File: config.mk
export PLATFORM = sky130hd
export DESIGN_NAME = dual_bus_bridge
export DESIGN_NICKNAME = d
export VERILOG_FILES = /design/src/rtl/bbr_pkg.sv /design/src/rtl/bbr_mode_ctl.sv /design/src/rtl/bbr_copy_path.sv /design/src/rtl/bbr_row_buf.sv /design/src/rtl/dual_bus_bridge.sv
export SDC_FILE = /design/constraint.sdc
export NUM_CORES = 1
export LEC_CHECK = 0
export ABC_AREA = 1
export CORE_MARGIN = 1.5
export CORE_UTILIZATION = 42
export CTS_BUF_LIST = sky130_fd_sc_hd__clkbuf_16
export CTS_CLUSTER_SIZE = 20
export DETAILED_ROUTE_END_ITERATION = 10
export HOLD_SLACK_MARGIN = 0.06
export PLACE_DENSITY_LB_ADDON = 0.25
export SYNTH_ARGS = -nofsm -noshare
export SYNTH_HDL_FRONTEND = slang
export SYNTH_SLANG_ARGS = --single-unit
File: constraint.sdc
create_clock -name clk -period 5.1 [get_ports clk]
set_clock_uncertainty 0.05 [all_clocks]
set_input_delay 1.02 -clock clk [delete_from_list [all_inputs] [get_ports clk]]
set_output_delay 1.02 -clock clk [all_outputs]
set_load 0.05 [all_outputs]
File: src/rtl/bbr_pkg.sv
package bbr_pkg;

    typedef enum logic [2:0] {
        PH_NACT  = 3'b000,
        PH_ADAR  = 3'b001,
        PH_IAB   = 3'b010,
        PH_DTB   = 3'b011,
        PH_BAR   = 3'b100,
        PH_DW    = 3'b101,
        PH_DWS   = 3'b110,
        PH_INTAK = 3'b111
    } phase_e;

    typedef enum logic {
        RB_FILL   = 1'b0,
        RB_REPLAY = 1'b1
    } rb_state_e;

    // Phases in which the CPU places a value on the shared lines
    function automatic logic cpu_drives(phase_e p);
        return (p == PH_BAR) || (p == PH_DW) || (p == PH_DWS) || (p == PH_INTAK);
    endfunction

    // Phases in which memory is expected to answer the CPU
    function automatic logic dev_answers(phase_e p);
        return (p == PH_ADAR) || (p == PH_DTB);
    endfunction

endpackage

File: src/rtl/bbr_mode_ctl.sv
module bbr_mode_ctl
    import bbr_pkg::*;
(
    input  logic   clk,
    input  logic   rst,
    input  phase_e phase,
    input  logic   busak_n,
    input  logic   vid_drive,
    output logic   mode_q,
    output logic   copy_act,
    output logic   enter_vid,
    output logic   err_q
);
    logic intak;
    logic busak_q;

    assign intak     = (phase == PH_INTAK);
    assign copy_act  = mode_q | intak;
    assign enter_vid = mode_q & ~intak & busak_q & ~busak_n;

    always_ff @(posedge clk) begin
        if (rst) begin
            mode_q  <= 1'b0;
            busak_q <= 1'b1;
            err_q   <= 1'b0;
        end else begin
            busak_q <= busak_n;
            err_q   <= copy_act & vid_drive;
            if (intak)
                mode_q <= 1'b1;
            else if (enter_vid)
                mode_q <= 1'b0;
        end
    end

    a_r1_intak_opens: assert property (@(posedge clk) disable iff (rst)
        (phase == PH_INTAK) |=> mode_q);

    a_r4_hold_without_fall: assert property (@(posedge clk) disable iff (rst)
        (mode_q && phase != PH_INTAK && !(busak_q && !busak_n)) |=> mode_q);

    a_r4_fall_closes: assert property (@(posedge clk) disable iff (rst)
        (mode_q && phase != PH_INTAK && busak_q && !busak_n) |=> !mode_q);

endmodule

File: src/rtl/bbr_copy_path.sv
module bbr_copy_path
    import bbr_pkg::*;
#(
    parameter int CPU_W = 16,
    parameter int VID_W = 14
) (
    input  logic             clk,
    input  logic             rst,
    input  logic             copy_act,
    input  phase_e           phase,
    input  logic [CPU_W-1:0] cpu_din,
    input  logic [VID_W-1:0] vid_din,
    output logic [CPU_W-1:0] cpu_dout,
    output logic             cpu_doe,
    output logic [VID_W-1:0] vid_dout,
    output logic             vid_doe
);
    localparam int PAD_W = CPU_W - VID_W;

    logic unused_hi_bits;
    assign unused_hi_bits = ^cpu_din[CPU_W-1:VID_W];

    assign vid_dout = cpu_din[VID_W-1:0];
    assign vid_doe  = copy_act & cpu_drives(phase);
    assign cpu_dout = {{PAD_W{1'b0}}, vid_din};
    assign cpu_doe  = copy_act & dev_answers(phase);

    a_r8_isolated: assert property (@(posedge clk) disable iff (rst)
        !copy_act |-> (!cpu_doe && !vid_doe));

    a_r3_no_fight: assert property (@(posedge clk) disable iff (rst)
        $onehot0({cpu_doe, vid_doe}));

endmodule

File: src/rtl/bbr_row_buf.sv
module bbr_row_buf
    import bbr_pkg::*;
#(
    parameter int VID_W   = 14,
    parameter int DEPTH   = 20,
    parameter int REPLAYS = 15
) (
    input  logic             clk,
    input  logic             rst,
    input  logic             en,
    input  logic             restart,
    input  logic             fill_stb,
    input  logic             row_stb,
    input  logic [VID_W-1:0] vid_din,
    output logic [VID_W-1:0] row_q,
    output logic             row_qv
);
    localparam int PTR_W = (DEPTH > 1) ? $clog2(DEPTH) : 1;
    localparam int REP_W = $clog2(REPLAYS + 1);
    localparam logic [PTR_W-1:0] LAST    = PTR_W'(DEPTH - 1);
    localparam logic [REP_W-1:0] REP_MAX = REP_W'(REPLAYS);

    logic [VID_W-1:0] mem [DEPTH];
    rb_state_e        st;
    logic [PTR_W-1:0] wptr;
    logic [PTR_W-1:0] rptr;
    logic [REP_W-1:0] reps;
    logic             do_write;

    assign do_write = en & ~restart & ~row_stb & fill_stb & (st == RB_FILL);

    always_ff @(posedge clk) begin
        if (do_write)
            mem[wptr] <= vid_din;
    end

    always_ff @(posedge clk) begin
        if (rst) begin
            st     <= RB_FILL;
            wptr   <= '0;
            rptr   <= '0;
            reps   <= '0;
            row_q  <= '0;
            row_qv <= 1'b0;
        end else begin
            row_qv <= 1'b0;
            if (restart) begin
                st   <= RB_FILL;
                wptr <= '0;
                rptr <= '0;
                reps <= '0;
            end else if (en) begin
                if (row_stb) begin
                    rptr <= '0;
                    if (st == RB_FILL) begin
                        wptr <= '0;
                    end else if (reps == REP_MAX) begin
                        st   <= RB_FILL;
                        wptr <= '0;
                        reps <= '0;
                    end else begin
                        reps <= reps + REP_W'(1);
                    end
                end else if (fill_stb) begin
                    row_qv <= 1'b1;
                    if (st == RB_FILL) begin
                        row_q <= vid_din;
                        if (wptr == LAST) begin
                            wptr <= '0;
                            rptr <= '0;
                            reps <= '0;
                            st   <= RB_REPLAY;
                        end else begin
                            wptr <= wptr + PTR_W'(1);
                        end
                    end else begin
                        row_q <= mem[rptr];
                        rptr  <= (rptr == LAST) ? '0 : rptr + PTR_W'(1);
                    end
                end
            end
        end
    end

    a_r7_ptrs_in_range: assert property (@(posedge clk) disable iff (rst)
        (32'(wptr) < DEPTH) && (32'(rptr) < DEPTH));

    a_r6_replays_bounded: assert property (@(posedge clk) disable iff (rst)
        32'(reps) <= REPLAYS);

    a_r7_row_start_zero: assert property (@(posedge clk) disable iff (rst)
        (en && !restart && row_stb) |=> (rptr == '0));

    a_r5_fill_passes: assert property (@(posedge clk) disable iff (rst)
        (en && !restart && !row_stb && fill_stb && st == RB_FILL)
            |=> (row_qv && row_q == $past(vid_din)));

    a_r8_idle_quiet: assert property (@(posedge clk) disable iff (rst)
        !en |=> !row_qv);

endmodule

File: src/rtl/dual_bus_bridge.sv
module dual_bus_bridge
    import bbr_pkg::*;
#(
    parameter int CPU_W   = 16,
    parameter int VID_W   = 14,
    parameter int DEPTH   = 20,
    parameter int REPLAYS = 15
) (
    input  logic             clk,
    input  logic             rst,
    input  logic [2:0]       cpu_phase,
    input  logic [CPU_W-1:0] cpu_din,
    output logic [CPU_W-1:0] cpu_dout,
    output logic             cpu_doe,
    input  logic             busak_n,
    input  logic             fill_stb,
    input  logic             row_stb,
    input  logic [VID_W-1:0] vid_din,
    input  logic             vid_drive,
    output logic [VID_W-1:0] vid_dout,
    output logic             vid_doe,
    output logic [VID_W-1:0] row_q,
    output logic             row_qv,
    output logic             cpu_mode,
    output logic             err
);
    phase_e phase;
    logic   copy_act;
    logic   enter_vid;

    assign phase = phase_e'(cpu_phase);

    bbr_mode_ctl i_mode (
        .clk       (clk),
        .rst       (rst),
        .phase     (phase),
        .busak_n   (busak_n),
        .vid_drive (vid_drive),
        .mode_q    (cpu_mode),
        .copy_act  (copy_act),
        .enter_vid (enter_vid),
        .err_q     (err)
    );

    bbr_copy_path #(.CPU_W(CPU_W), .VID_W(VID_W)) i_copy (
        .clk      (clk),
        .rst      (rst),
        .copy_act (copy_act),
        .phase    (phase),
        .cpu_din  (cpu_din),
        .vid_din  (vid_din),
        .cpu_dout (cpu_dout),
        .cpu_doe  (cpu_doe),
        .vid_dout (vid_dout),
        .vid_doe  (vid_doe)
    );

    bbr_row_buf #(.VID_W(VID_W), .DEPTH(DEPTH), .REPLAYS(REPLAYS)) i_rbuf (
        .clk      (clk),
        .rst      (rst),
        .en       (~copy_act),
        .restart  (enter_vid),
        .fill_stb (fill_stb),
        .row_stb  (row_stb),
        .vid_din  (vid_din),
        .row_q    (row_q),
        .row_qv   (row_qv)
    );

    a_r9_contention_flag: assert property (@(posedge clk) disable iff (rst)
        (cpu_mode && vid_drive) |=> err);

endmodule

# --- After elaboration in Yosys (flattened, before gate mapping) ---
# Memories as Yosys holds them, arrays and structs flattened. A register that Yosys moved wholly into a read port is not among the register bits.
# Cells that the tools add are included.
totals:
  n_memories: 1
  elab_cells: 88
  ram_bits: 280
  in_bits: 39
  ff_bits: 33
op_classes:
  mux: 31
  n_addsub: 3
  n_reduce_logical: 15
  n_eq_ne: 12
  bitwise: 17
mem_list:
  columns: ["name", "words", "width", "rd", "rd_clocked_by_memory_dff", "wr", "line_no", "rtl"]
  rows:
  - ["i_rbuf.mem", 20, 14, 1, 1, 1, "bbr_row_buf.sv:23", "logic [VID_W-1:0] mem [DEPTH];"]
op_table:
  columns: ["operator", "n"]
  rows:
  - ["$mux W5", 13]
  - ["$mux W4", 6]
  - ["$mux W14", 1]
  - ["$eq A3 B3 Y1 const B", 4]
  - ["$mux W1", 11]
  - ["$add A5 B1 Y5 const B", 2]
  - ["$and A1 B1 Y1", 10]
  - ["$eq A5 B5 Y1 const B", 2]
  - ["$reduce_and A4 Y1", 2]
  - ["$not A1 Y1", 6]
  - ["$reduce_bool A2 Y1", 3]
  - ["$reduce_and A5 Y1", 1]
  - ["$add A4 B1 Y4 const B", 1]
  - ["$eq A4 B4 Y1 const B", 1]
  - ["$logic_or A1 B1 Y1", 4]
  - ["$ne A2 B2 Y1 const B", 2]
  - ["$reduce_or A4 Y1", 1]
  - ["$eq A3 B1 Y1 const B", 1]
  - ["$eq A3 B2 Y1 const B", 1]
  - ["$reduce_and A3 Y1", 1]
  - ["$reduce_bool A3 Y1", 1]
  - ["$ne A2 B1 Y1 const B", 1]
  - ["$reduce_and A2 Y1", 1]
  - ["$reduce_or A2 Y1", 1]
  - ["$or A1 B1 Y1", 1]

# --- Logic depth before layout (Yosys ltp) ---
depth:
  word_depth: 12
  ltp_mapped: 11
  mapped_depth_nobuf: 9

# --- Cells and area by module ---
# A second synthesis with hierarchy kept.
unflattened:
  cells_unflattened: 1132
  hier_area_um2: 13187.6
by_module_without_submodules:
  columns: ["module", "seq_area_each_um2", "instances", "cells_each", "area_per_inst_um2"]
  rows:
  - ["bbr_row_buf", 9108.7, 1, 1078, 12803.5]
  - ["bbr_copy_path", 0.0, 1, 35, 246.5]
  - ["bbr_mode_ctl", 60.1, 1, 18, 133.9]
  - ["dual_bus_bridge", 0.0, 1, 1, 3.8]

# --- Worst setup path before layout ---
# OpenSTA, ideal clock, no wires.
synth_path:
  path_type: "input -> output"
  from: "input port cpu_phase[2]"
  to: "output port vid_doe"
  path_slack_ns: 2.133
  arrival_ns: 1.897
  path_stages: 4
  path_buffers: 0
  required_ns: 4.030
  path_cell_list: "nand3_2 > nand2_1 > inv_2 > nor2_1"
synth_via:
  elab_chain_cells: 5
synth_lines:
  columns: ["element", "line_no", "rtl"]
  rows:
  - ["from (decl)", "dual_bus_bridge.sv:11", "input logic [2:0] cpu_phase,"]
  - ["$eq A3 B3 Y1", "bbr_pkg.sv:21", "return (p == PH_BAR) || (p == PH_DW) || (p == PH_DWS) || (p == PH_INTAK);"]
  - ["$logic_or A1 B1 Y1 (3 in a row)", "bbr_pkg.sv:21", null]
  - ["$and A1 B1 Y1 (*)", "bbr_copy_path.sv:24", "assign vid_doe = copy_act & cpu_drives(phase);"]
  - ["to (decl)", "dual_bus_bridge.sv:21", "output logic vid_doe,"]
# Every way passes the cells marked *; elsewhere a longest branch is shown, timed or not.

# --- Worst setup path after layout ---
# Ends and elaborated chain as after synthesis.

==> reports/qor.csv <==
stage,metric,value,unit
status,outcome,completed,
worst_hold_path,hold_path_startpoint,i_rbuf.reps[1],
setup_path,max_stage_delay,0.81,ns
power,p_leak,5.22,nW
timing,slew_headroom,0.334,
setup_path,cp_common_cell,clkdlybuf4s50_1,
clock_network,cts_setup_buffers,0,
setup_path,critPathArrivalTime,2.72,ns
clock_network,cts_root_buffer,clkbuf_16,
floorplan,io-pin-count,88,
finish,final_area,0.0151,sq mm
job,maxCapViolCount,0,
timing,rsz0062_at_grt,false,
timing,worst_pin_slew,0.999,ns
timing,period_share,0.743,
setup_path,cp.depth,6,
detailed_routing,ant_nets,0,
clock_network,ctsResizeCount,0,
floorplan,fp.dieH,180,um
finish,fin_nets,1217,
finish,drive_above_1_share,0.0821,
detailed_routing,first_pass_iters,5,
power,p_per_area,384,mW/mm^2
worst_hold_path,holdPathEnd,i_rbuf.reps[1],
floorplan,die_w,180,um
global_route,gr-usage-met3,0.0267,
synthesis,synth_edf_count,280,
placement,io_buffers,55,
setup_path,critPathTopFamily,buffers and inverters,
clock_network,insertion_delay,0.51,ns
detailed_routing,wl_per_cell,19.7,um
placement,dpl_worst_slack,1.31,ns
global_route,overflow,0,
clock_network,clk_path_buf_depth,3,
timing,slew_violations,0,
detailed_routing,vias,8479,
finish,antenna_cells,0,
global_route,use_met1,0.264,
timing,setup_tns,0,ns
setup_path,crit_type,input pin to primary output,
setup_path,cp.required,4.03,ns
setup_path,worstRegToRegCells,10,
detailed_routing,drt_wl_total,31300,um
setup_path,end_kind,primary output,
setup_path,reg2reg_to,i_rbuf.row_q[2],
floorplan,dieArea,0.0323,sq mm
global_route,grtUsageTotal,0.194,
clock_network,cts_tree,yes,
timing,clock.fmax,264,MHz
synthesis,synth_top_area_share,0.641,
global_route,antenna_found_initial,0,
global_route,grt_max_degree,94,
power,peakVddDrop,0.288,mV
setup_path,crit_chain,"clkdlybuf4s50_1, nand3_2, nand2_1, inv_2, nor2_1, clkdlybuf4s50_1",
clock_network,cts_max_level,2,
synthesis,synthDistinctLibCells,32,
synthesis,yosysSeqAreaShare,0.699,
global_route,busiest_layer,met2,
setup_path,cpMaxStageDelayCell,clkdlybuf4s50_1,
placement,dp_hpwl,17600,um
detailed_routing,drc,0,
worst_hold_path,whs_path_depth,2,
clock_network,numClockSinks,318,
setup_path,start_kind,input pin,
synthesis,synth.most_common_cell,edfxtp_1,
synthesis,yosysTopAreaCell,edfxtp_1,
placement,place_congestion,0.817,
timing,finalSetupViolCount,0,
timing,min_period,3.79,ns
detailed_routing,first_iter_violations,670,
timing,hold_viol,0,
clock_network,hold_buffers,0,
synthesis,ys_seq_elements,318,
global_route,grt_pass1_vias,7987,
clock_network,numCtsBuffers,34,
synthesis,yosysWarnings,0,
setup_path,critPathBufInv,3,
floorplan,initial_utilization,0.428,
floorplan,core_area,0.0307,sq mm
placement,place_area,0.0140,sq mm
finish,syn_to_final_growth,14.8,%
clock_network,path_clk_slew,0.06,ns
floorplan,rows,64,
detailed_routing,viasPerCell,5.33,
global_route,use_met2,0.321,
synthesis,synth_async_sr_flop_share,0,
synthesis,syn_inst,1126,
synthesis,netlist_area,0.0131,sq mm
setup_path,critical_path.max_fanout,4,
setup_path,r2r_slack,2.22,ns
synthesis,ys_top_cells_by_area,"edfxtp_1 (64%), nor2_1 (6.0%), dfxtp_1 (5.8%)",
global_route,grt_pass1_wl,47900,um
synthesis,synth.avg_cell_area,11.6,sq um
timing,final.setup.worst_slack,1.31,ns
synthesis,synth_top_flop_cell,edfxtp_1,
worst_hold_path,worstHoldPathType,register to register,
synthesis,netlist_top_cells_count,"edfxtp_1 (280), nor2_1 (209), nand2_1 (129), o21ai_0 (101), nand3_1 (76)",
cell families (layout without fill, tap and decap cells):
group / Yosys count / count (layout) / share of synthesized area
other: 1 / 2 / 0.000286
AO/OA/AOI/OAI: 215 / 215 / 0.0996
adder cells (fa/ha/maj): 7 / 7 / 0.00668
XOR/XNOR: 2 / 2 / 0.00134
buffers and inverters: 154 / 221 / 0.0590
AND/OR/NAND/NOR: 429 / 429 / 0.134
flip-flops: 318 / 318 / 0.699
how the worst max path moves through the flow:
stage | end | startpoint | slack [ns]
after detailed placement | vid_doe | cpu_phase[2] | 1.31
after floorplan | vid_doe | cpu_phase[2] | 2.13
after global placement | vid_doe | cpu_phase[2] | 1.32
final | vid_doe | cpu_phase[2] | 1.31
after CTS | vid_doe | cpu_phase[2] | 1.30
after global routing | vid_doe | cpu_phase[2] | 1.17
layout by cell type (no fill, tap or decap), drive strengths merged, types with 38 or more instances in the layout:
cell,instances
clkdlybuf4s50,55
nand2,129
dfxtp,38
buf,41
nand3,78
o21ai,111
o211ai,65
edfxtp,280
nor2,211
inv,69
stage by stage:
step / util / total power [mW] / cells / hold WS [ns]
after floorplan: - / 3.26 / 1127 / 0.401
after global placement: 0.455 / 3.40 / 1531 / 0.414
after detailed placement: 0.455 / 3.40 / 1531 / 0.424
after CTS: 0.491 / 5.82 / 1590 / 0.436
after global routing: 0.491 / 5.96 / 1590 / 0.480
final: 0.491 / 5.78 / 1590 / 0.438
registers in the layout, summed over array words and instances, names as in the netlist, named ones only:
name / count
i_rbuf.wptr: 5
i_mode.busak_q: 1
i_rbuf.rptr: 5
i_rbuf.mem: 280
i_mode.mode_q: 1
i_mode.err_q: 1
i_rbuf.st: 1
i_rbuf.row_qv: 1
i_rbuf.row_q: 14
i_rbuf.reps: 4
report_power, final:
| part | switching (mW) | internal (mW) | total [mW] |
|---|---|---|---|
| clock | 0.955 | 1.47 | 2.43 |
| combinational | 0.326 | 0.139 | 0.465 |
| sequential | 0.0270 | 2.86 | 2.88 |
per-layer routing:
metal	vias up	part of all wire
met4	0	0.026
li1	4047	-
met2	237	0.49
met1	4153	0.43
met3	42	0.054
met5	-	0
layout make-up:
type                       count  area, sq um
clock buffer                  36          901
multi-input combinational    655         3170
fill                        2693        15600
sequential                   318         9170
tap                          396          495
timing repair buffer          96          858
clock inverter                23          203
inverter                      66          250
tightest hold or removal path: stages (launching register included):
cell and delay (ns):
dfxtp_1 0.32, nand2_1 0.06, a21oi_1 0.05
Note: power is estimated with default switching activity, not from simulation.
